## config.mk

```make
export PLATFORM = sky130hd
export DESIGN_NAME = rx_ring_dma
export DESIGN_NICKNAME = d
export VERILOG_FILES = /design/src/rtl/rx_ring_pkg.sv /design/src/rtl/rx_ring_regs.sv /design/src/rtl/rx_byte_packer.sv /design/src/rtl/rx_ring_ctrl.sv /design/src/rtl/rx_ring_dma.sv
export SDC_FILE = /design/constraint.sdc
export NUM_CORES = 1
export LEC_CHECK = 0
export BUFFER_PORTS_ARGS = -buffer_cell sky130_fd_sc_hd__buf_2
export CAP_MARGIN = 5
export CORE_MARGIN = 4
export CORE_UTILIZATION = 60
export DETAILED_ROUTE_END_ITERATION = 8
export GPL_TIMING_DRIVEN = 0
export PLACE_DENSITY = 0.79
export SLEW_MARGIN = 10
export SYNTH_ARGS = -nofsm -noshare
export SYNTH_HDL_FRONTEND = slang
export SYNTH_SLANG_ARGS = --single-unit
```

## constraint.sdc

```tcl
create_clock -name clk_i -period 3.1 [get_ports clk_i]
set_clock_uncertainty 0.2 [all_clocks]
set_input_delay 0.155 -clock clk_i [delete_from_list [all_inputs] [get_ports clk_i]]
set_output_delay 0.155 -clock clk_i [all_outputs]
set_load 0.02 [all_outputs]
```

## src/rtl/rx_ring_pkg.sv

```systemverilog
package rx_ring_pkg;
  localparam int unsigned DW       = 32;
  localparam int unsigned LEN_W    = 13;
  localparam int unsigned OWN_B    = 31;
  localparam int unsigned WRAP_B   = 30;
  localparam int unsigned CONT_B   = 27;
  localparam int unsigned DESC_SZ  = 8;
  localparam int unsigned LANES    = DW / 8;

  typedef enum logic [3:0] {
    ST_IDLE,
    ST_RD_W0,
    ST_RD_W1,
    ST_FILL,
    ST_WR_DATA,
    ST_RD_NEXT,
    ST_WR_STAT,
    ST_WR_FIRST,
    ST_DRAIN
  } rx_state_e;
endpackage

```

## src/rtl/rx_ring_regs.sv

```systemverilog
module rx_ring_regs
  import rx_ring_pkg::*;
(
  input  logic          clk_i,
  input  logic          rst_ni,
  input  logic          we_i,
  input  logic [3:0]    addr_i,
  input  logic [DW-1:0] wdata_i,
  output logic [DW-1:0] rdata_o,
  input  logic          adv_i,
  input  logic [DW-1:0] adv_addr_i,
  output logic [DW-1:0] start_o,
  output logic [DW-1:0] cur_o
);
  localparam logic [3:0] OFF_START = 4'h4;
  localparam logic [3:0] OFF_CUR   = 4'h8;

  logic [DW-1:0] start_q, cur_q;

  always_ff @(posedge clk_i or negedge rst_ni) begin
    if (!rst_ni) begin
      start_q <= '0;
      cur_q   <= '0;
    end else begin
      if (we_i && addr_i == OFF_START) start_q <= wdata_i;
      // software write wins over a hardware advance
      if (we_i && addr_i == OFF_CUR) cur_q <= wdata_i;
      else if (adv_i)                cur_q <= adv_addr_i;
    end
  end

  always_comb begin
    unique case (addr_i)
      OFF_START: rdata_o = start_q;
      OFF_CUR:   rdata_o = cur_q;
      default:   rdata_o = '0;
    endcase
  end

  assign start_o = start_q;
  assign cur_o   = cur_q;
endmodule

```

## src/rtl/rx_byte_packer.sv

```systemverilog
module rx_byte_packer
  import rx_ring_pkg::*;
(
  input  logic                     clk_i,
  input  logic                     rst_ni,
  input  logic                     clr_i,
  input  logic                     push_i,
  input  logic [$clog2(LANES)-1:0] lane_i,
  input  logic [7:0]               byte_i,
  output logic [DW-1:0]            word_o,
  output logic [LANES-1:0]         be_o
);
  for (genvar g = 0; g < LANES; g++) begin : g_lane
    always_ff @(posedge clk_i or negedge rst_ni) begin
      if (!rst_ni) begin
        word_o[8*g +: 8] <= '0;
        be_o[g]          <= 1'b0;
      end else if (clr_i) begin
        be_o[g] <= 1'b0;
      end else if (push_i && lane_i == g) begin
        word_o[8*g +: 8] <= byte_i;
        be_o[g]          <= 1'b1;
      end
    end
  end
endmodule

```

## src/rtl/rx_ring_ctrl.sv

```systemverilog
module rx_ring_ctrl
  import rx_ring_pkg::*;
#(
  parameter int unsigned MAX_PKT_BYTES = 8192
) (
  input  logic                     clk_i,
  input  logic                     rst_ni,
  input  logic [DW-1:0]            ring_start_i,
  input  logic [DW-1:0]            ring_cur_i,
  input  logic                     crc_wide_i,
  input  logic                     s_valid_i,
  input  logic                     s_last_i,
  output logic                     s_ready_o,
  output logic                     push_o,
  output logic [$clog2(LANES)-1:0] lane_o,
  output logic                     pk_clr_o,
  input  logic [DW-1:0]            pk_word_i,
  input  logic [LANES-1:0]         pk_be_i,
  output logic                     mem_req_o,
  output logic                     mem_we_o,
  output logic [DW-1:0]            mem_addr_o,
  output logic [DW-1:0]            mem_wdata_o,
  output logic [LANES-1:0]         mem_be_o,
  input  logic [DW-1:0]            mem_rdata_i,
  input  logic                     mem_ready_i,
  output logic                     adv_o,
  output logic [DW-1:0]            adv_addr_o,
  output logic                     irq_o,
  output rx_state_e                state_o
);
  localparam int unsigned TOT_W = $clog2(MAX_PKT_BYTES + 1);
  localparam logic [TOT_W-1:0] TOT_MAX = TOT_W'(MAX_PKT_BYTES);
  localparam int unsigned LW = $clog2(LANES);

  rx_state_e        state_q;
  logic [DW-1:0]    desc_q, first_q, baddr_q, waddr_q, stat_q, fstat_q;
  logic             is_first_q, wrap_q, last_q, fin_q, irq_q;
  logic             nwrap_q;
  logic [LEN_W-1:0] blen_q, nlen_q, cnt_q;
  logic [TOT_W-1:0] tot_q;

  logic [DW-1:0]    next_addr, crc_add, end_stat, chain_stat;
  logic [LEN_W-1:0] cnt_n;
  logic [TOT_W-1:0] tot_n;
  logic             ended, flush, nxt_own;

  assign next_addr  = wrap_q ? ring_start_i : desc_q + DW'(DESC_SZ);
  assign crc_add    = crc_wide_i ? DW'(4) : DW'(2);
  assign end_stat   = DW'(cnt_q) + crc_add;
  assign nxt_own    = mem_rdata_i[OWN_B];
  assign chain_stat = (nxt_own ? (DW'(1) << CONT_B) : '0) | DW'(cnt_q);
  assign ended      = last_q || (tot_q == TOT_MAX);
  assign cnt_n      = cnt_q + 1'b1;
  assign tot_n      = tot_q + 1'b1;
  assign lane_o     = cnt_q[LW-1:0];
  assign push_o     = (state_q == ST_FILL) && s_valid_i;
  assign flush      = (lane_o == LW'(LANES - 1)) || s_last_i ||
                      (tot_n == TOT_MAX) || (cnt_n == blen_q);
  assign s_ready_o  = (state_q == ST_FILL) || (state_q == ST_DRAIN);
  assign pk_clr_o   = (state_q == ST_WR_DATA) && mem_ready_i;
  assign irq_o      = irq_q;
  assign state_o    = state_q;
  assign adv_addr_o = next_addr;
  assign adv_o      = mem_ready_i &&
                      ((state_q == ST_WR_STAT) ||
                       (state_q == ST_RD_NEXT && is_first_q) ||
                       (state_q == ST_WR_DATA && ended && is_first_q));

  always_comb begin
    mem_req_o   = 1'b1;
    mem_we_o    = 1'b0;
    mem_addr_o  = desc_q;
    mem_wdata_o = '0;
    mem_be_o    = '1;
    unique case (state_q)
      ST_RD_W0:    mem_addr_o = desc_q;
      ST_RD_W1:    mem_addr_o = desc_q + DW'(4);
      ST_RD_NEXT:  mem_addr_o = next_addr;
      ST_WR_DATA: begin
        mem_we_o    = 1'b1;
        mem_addr_o  = waddr_q;
        mem_wdata_o = pk_word_i;
        mem_be_o    = pk_be_i;
      end
      ST_WR_STAT: begin
        mem_we_o    = 1'b1;
        mem_wdata_o = stat_q;
      end
      ST_WR_FIRST: begin
        mem_we_o    = 1'b1;
        mem_addr_o  = first_q;
        mem_wdata_o = fstat_q;
      end
      default:     mem_req_o = 1'b0;
    endcase
  end

  always_ff @(posedge clk_i or negedge rst_ni) begin
    if (!rst_ni) begin
      state_q    <= ST_IDLE;
      desc_q     <= '0;
      first_q    <= '0;
      baddr_q    <= '0;
      waddr_q    <= '0;
      stat_q     <= '0;
      fstat_q    <= '0;
      is_first_q <= 1'b0;
      wrap_q     <= 1'b0;
      last_q     <= 1'b0;
      fin_q      <= 1'b0;
      irq_q      <= 1'b0;
      nwrap_q    <= 1'b0;
      blen_q     <= '0;
      nlen_q     <= '0;
      cnt_q      <= '0;
      tot_q      <= '0;
    end else begin
      irq_q <= 1'b0;
      unique case (state_q)
        ST_IDLE: if (s_valid_i) begin
          if (ring_start_i == '0) begin
            state_q <= ST_DRAIN;
          end else begin
            desc_q     <= ring_cur_i;
            first_q    <= ring_cur_i;
            is_first_q <= 1'b1;
            tot_q      <= '0;
            last_q     <= 1'b0;
            fin_q      <= 1'b0;
            state_q    <= ST_RD_W0;
          end
        end
        ST_RD_W0: if (mem_ready_i) begin
          if (!mem_rdata_i[OWN_B]) begin
            state_q <= ST_DRAIN;
          end else begin
            wrap_q  <= mem_rdata_i[WRAP_B];
            blen_q  <= mem_rdata_i[LEN_W-1:0];
            state_q <= ST_RD_W1;
          end
        end
        ST_RD_W1: if (mem_ready_i) begin
          baddr_q <= mem_rdata_i;
          cnt_q   <= '0;
          state_q <= (blen_q == '0) ? ST_RD_NEXT : ST_FILL;
        end
        ST_FILL: if (s_valid_i) begin
          waddr_q <= baddr_q + {{(DW-LEN_W){1'b0}}, cnt_q[LEN_W-1:LW], {LW{1'b0}}};
          cnt_q   <= cnt_n;
          tot_q   <= tot_n;
          last_q  <= s_last_i;
          if (flush) state_q <= ST_WR_DATA;
        end
        ST_WR_DATA: if (mem_ready_i) begin
          if (ended) begin
            fin_q <= 1'b1;
            if (is_first_q) begin
              fstat_q <= end_stat;
              state_q <= ST_WR_FIRST;
            end else begin
              stat_q  <= end_stat;
              state_q <= ST_WR_STAT;
            end
          end else if (cnt_q == blen_q) begin
            state_q <= ST_RD_NEXT;
          end else begin
            state_q <= ST_FILL;
          end
        end
        ST_RD_NEXT: if (mem_ready_i) begin
          fin_q   <= !nxt_own;
          nwrap_q <= mem_rdata_i[WRAP_B];
          nlen_q  <= mem_rdata_i[LEN_W-1:0];
          if (is_first_q) begin
            fstat_q <= chain_stat;
            if (!nxt_own) begin
              state_q <= ST_WR_FIRST;
            end else begin
              desc_q     <= next_addr;
              wrap_q     <= mem_rdata_i[WRAP_B];
              blen_q     <= mem_rdata_i[LEN_W-1:0];
              is_first_q <= 1'b0;
              state_q    <= ST_RD_W1;
            end
          end else begin
            stat_q  <= chain_stat;
            state_q <= ST_WR_STAT;
          end
        end
        ST_WR_STAT: if (mem_ready_i) begin
          if (fin_q) begin
            state_q <= ST_WR_FIRST;
          end else begin
            desc_q  <= next_addr;
            wrap_q  <= nwrap_q;
            blen_q  <= nlen_q;
            state_q <= ST_RD_W1;
          end
        end
        ST_WR_FIRST: if (mem_ready_i) begin
          irq_q   <= 1'b1;
          state_q <= last_q ? ST_IDLE : ST_DRAIN;
        end
        ST_DRAIN: if (s_valid_i && s_last_i) state_q <= ST_IDLE;
        default: state_q <= ST_IDLE;
      endcase
    end
  end
endmodule

```

## src/rtl/rx_ring_dma.sv

```systemverilog
module rx_ring_dma
  import rx_ring_pkg::*;
#(
  parameter int unsigned MAX_PKT_BYTES = 8192
) (
  input  logic        clk_i,
  input  logic        rst_ni,
  input  logic        reg_we_i,
  input  logic [3:0]  reg_addr_i,
  input  logic [31:0] reg_wdata_i,
  output logic [31:0] reg_rdata_o,
  input  logic        crc_wide_i,
  input  logic        s_valid_i,
  input  logic [7:0]  s_data_i,
  input  logic        s_last_i,
  output logic        s_ready_o,
  output logic        mem_req_o,
  output logic        mem_we_o,
  output logic [31:0] mem_addr_o,
  output logic [31:0] mem_wdata_o,
  output logic [3:0]  mem_be_o,
  input  logic [31:0] mem_rdata_i,
  input  logic        mem_ready_i,
  output logic        irq_o
);
  localparam int unsigned LW = $clog2(LANES);

  logic [DW-1:0]    ring_start, ring_cur, adv_addr, pk_word;
  logic             adv, push, pk_clr;
  logic [LW-1:0]    lane;
  logic [LANES-1:0] pk_be;
  rx_state_e        ctrl_state;

  rx_ring_regs u_regs (
    .clk_i      (clk_i),
    .rst_ni     (rst_ni),
    .we_i       (reg_we_i),
    .addr_i     (reg_addr_i),
    .wdata_i    (reg_wdata_i),
    .rdata_o    (reg_rdata_o),
    .adv_i      (adv),
    .adv_addr_i (adv_addr),
    .start_o    (ring_start),
    .cur_o      (ring_cur)
  );

  rx_byte_packer u_pack (
    .clk_i  (clk_i),
    .rst_ni (rst_ni),
    .clr_i  (pk_clr),
    .push_i (push),
    .lane_i (lane),
    .byte_i (s_data_i),
    .word_o (pk_word),
    .be_o   (pk_be)
  );

  rx_ring_ctrl #(.MAX_PKT_BYTES(MAX_PKT_BYTES)) u_ctrl (
    .clk_i        (clk_i),
    .rst_ni       (rst_ni),
    .ring_start_i (ring_start),
    .ring_cur_i   (ring_cur),
    .crc_wide_i   (crc_wide_i),
    .s_valid_i    (s_valid_i),
    .s_last_i     (s_last_i),
    .s_ready_o    (s_ready_o),
    .push_o       (push),
    .lane_o       (lane),
    .pk_clr_o     (pk_clr),
    .pk_word_i    (pk_word),
    .pk_be_i      (pk_be),
    .mem_req_o    (mem_req_o),
    .mem_we_o     (mem_we_o),
    .mem_addr_o   (mem_addr_o),
    .mem_wdata_o  (mem_wdata_o),
    .mem_be_o     (mem_be_o),
    .mem_rdata_i  (mem_rdata_i),
    .mem_ready_i  (mem_ready_i),
    .adv_o        (adv),
    .adv_addr_o   (adv_addr),
    .irq_o        (irq_o),
    .state_o      (ctrl_state)
  );
endmodule

```

==> impl_summary.txt <==
----------------------------------------------------
[Run status]
  Outcome ... finished with violations
  Violations in the final reports ... setup timing

[Clocking]
  Number of clock sinks seen by CTS ... 321
  Buffer cell driving the clock tree root ... clkbuf_16
  Clock-pin slew on the worst setup and hold paths ... about 60 ps
  Largest buffer count on any clock path ... 3
  Count of H-tree levels built during CTS ... 2
  Clock insertion delay at the later pin of the skew report ... about 520 ps
  TritonCTS clock tree ... yes
  Number of buffers inserted during clock tree synthesis ... 36

[STA]
  Fin. Hold Viols ... 0
  Fmax ... 321 MHz
  Worst-margin pin slew ... ~1100 ps
  Worst hold margin ... between 30 and 40 ps
  Worst Setup Slack, final ... -12.7 ps
  Minimum clock period after layout ... 3110 ps
  Slew headroom ... ~29%
  Final setup violating endpoints ... 1
  Setup repair after global routing missed its margin ... yes
  Portion of the clock cycle consumed by the worst path in the final layout ... 100%
  Setup TNS ... -12.7 ps
  Pins Over Slew Limit ... 0

[Finish]
  Top library cells by usage in the layout, fill and taps aside ... dfrtp_1 (314), nand2_1 (248), buf_2 (205)
  Fraction of final layout cells with drive strength greater than 1 ... 24.6%
  Final net count ... between 2000 and 2500
  Filler instances ... about 2200
  Final Util ... around three quarters
  Diodes inserted ... 0
  Area growth from synthesis to layout ... 22.6%
  Layout Cells excl Fill ... ~2800
  Post-route cell area ... roughly 0.023 mm2
  Most common library cell in the layout ignoring fill and taps ... dfrtp_1

[Detailed routing]
  Detailed-route DRC error count ... 0
  Starting DRT DRC Count ... ~2200
  Post-route antenna net violation count ... 0
  Via count ... 18200
  Number of vias per cell after detailed routing ... around 6.6
  Number of iterations in the first detailed-routing pass ... 8
  Final WL ... 68200 um
  Detailed-route wire length per cell ... approximately 25 um

[Yosys]
  Net count after synthesis ... approximately 2100
  Post-synthesis cell area ... 0.0186 mm2
  Sequential fraction of the synthesis area ... a little over two fifths
  Mapped Avg Cell Area ... 9.26 um2
  Number of flops mapped to enable cells by yosys ... 0
  Number of synthesized register bits ... 321
  Number of instances in the synthesized netlist ... approximately 2000
  Post-synth ARST share ... 100%
  Count of unique library cells instantiated by Yosys ... 80
  Total of warnings raised by yosys ... 0
  Most frequently used flop master after synthesis ... dfrtp_1

[Placement]
  Standard cell area after detailed placement ... between 0.02 and 0.025 mm2
  Gpl congestion ... between 1 and 1.5
  Detailed placer's ending HPWL ... just under 50000 um
  Number of port buffers ... approximately 190
  Pre-CTS WS ... -447 ps
  Total placed cells including tap cells ... 2597

[Floorplan]
  Standard-cell rows ... 64
  Core box area ... 0.0306 mm2
  Number of top-level pins ... 187
  Die width ... 184 um
  Total die area ... between 0.03 and 0.04 mm2
  Starting Density ... ~61%
  Chip height ... roughly 180 um

[Global route]
  Global-route wire length before repair ... 103000 um
  GRT Resource Usage Total ... around two fifths
  Maximum number of pins on one net before global-route repair ... about 90
  Number of global-route vias before repair ... about 18000
  Total congestion overflow after global routing ... 0
  Initial antenna violation count ... 1

[Worst hold path]
  Tightest Hold Check Type ... in2reg

[Worst setup path]
  Class of the most critical setup path ... reg2out
  Maximum net fanout on the critical path ... 5
  CP startpoint kind ... flip-flop
  CP Capture Type ... output pin
  Data arrival time of the critical path ... 2760 ps
  Required time worst endpoint ... between 2000 and 3000 ps
  Critical path cell sequence ... ha_4, and4_4, and4_1, buf_6, buf_6, and4_4, xor2_1, mux2i_1, o221ai_2, buf_4
  Slowest cell on the critical path ... dfrtp_2
  Delay of the slowest cell on the worst path ... between 300 and 400 ps

[Power]
  Static power due to leakage ... 10.2 nW
  Total design power ... around 20 mW
  IR drop worst, VDD ... a little under 0.6 mV
  P per Cell Area ... ~900 mW/mm2

[Job]
  Max-cap viol count ... 0

----------------------------------------------------
[state kept, by name (all words and copies together), names as in the netlist, 4 cells and up]
register / cells
u_ctrl.baddr_q: 32
u_ctrl.desc_q: 32
u_ctrl.first_q: 32
u_ctrl.waddr_q: 32
u_pack.word_o: 32
u_regs.cur_o: 32
u_regs.start_o: 32
u_ctrl.fstat_q: 15
u_ctrl.stat_q: 15
u_ctrl.tot_q: 14
u_ctrl.blen_q: 13
u_ctrl.cnt_q: 13
u_ctrl.nlen_q: 13
u_ctrl.state_o: 4
u_pack.be_o: 4
[critical path: cells and delay by family (launching register included)]
family / cells / cell delay [ps]
simple gates: 3 / 730
fa+ha+maj: 1 / 160
buf+inv: 3 / 430
mux: 1 / 120
flops: 1 / 390
compound gates: 1 / 260
xor+xnor: 1 / 140
[synth_stat cells (all sizes together), types with 4 or more instances]
cell,count,area [um2]
nand3,66,330
ha,22,275
a22oi,11,82.6
a21boi,8,60.1
nor4,17,149
xor2,38,333
nand4,28,175
xnor2,51,447
and3,42,263
or3,17,106
and2,11,68.8
o211ai,12,90.1
a21oi,105,529
a31oi,15,93.8
a21o,8,60.1
o22ai,4,25.0
and4,10,87.6
nor4b,5,50.0
buf,54,272
o21a,7,52.6
o221ai,6,52.6
mux2i,73,731
o31ai,14,105
nor3b,7,52.6
a221oi,5,43.8
nor2b,7,43.8
nand2b,9,56.3
o21ai,211,1060
nand2,252,948
a211oi,11,82.6
inv,25,93.8
nor3,32,165
mux2,155,1750
nor2,149,559
dfrtp,321,8030
a32oi,5,43.8
a222oi,14,140
a22o,34,298
clkbuf,104,392
[report_power, final]
group	internal (mW)	total, mW	switching [mW]
Clock	2.64	4.37	1.74
Combinational	3.41	8.55	5.14
Sequential	5.78	7.57	1.79
Total	11.8	20.5	8.67
[worst paths after layout]
kind	slack, ps	from	end	depth (start not counted)
worst max-delay path	-10	u_ctrl.desc_q[3]	mem_addr_o[31]	10
min in group asynchronous	500	rst_ni	u_ctrl.fstat_q[9]	3
worst max register to register	20	u_ctrl.state_o[1]	u_ctrl.desc_q[21]	8
worst min register to register	280	u_ctrl.fstat_q[9]	u_ctrl.fstat_q[9]	2
max in group asynchronous	610	rst_ni	u_pack.word_o[18]	4
worst min-delay path	30	reg_we_i	u_regs.start_o[31]	3
[kinds of logic after synthesis]
group,Yosys count,share of synthesized area [%]
and+or+nand+nor,662,16.8
AOI/OAI and AO/OA,504,16.8
DFF,321,43.1
muxes,228,13.3
buffers and inverters,185,4.10
xor gates and xnor gates,89,4.18
adders and majority gates,24,1.69
[metal layers]
layer / global-route usage (%) / part of all wire, %
met5: 0 / 0.021
met4: 14.4 / 4.4
met3: 6.53 / 11
met2: 61.2 / 45
met1: 55.3 / 40
[layout make-up]
cell class	instances	area, um2	share of cell area, %
clock buffers	48	1020	4.45
multi-input cells	1507	10200	44.7
repair buffers	295	2050	8.98
inverters	27	103	0.449
plain buffers	145	763	3.34
clock inverters	14	178	0.777
well taps	396	495	2.17
flip-flops and latches	321	8040	35.2
[timing repair]
item                       4_1_cts  5_1_grt
hold buffers                    79        0
pin swaps                        8       18
setup endpoints to repair      165      164
hold endpoints to repair       401        0
resized for setup              101       89
buffers inserted                11       17
Power figures use the tool's default switching activity.
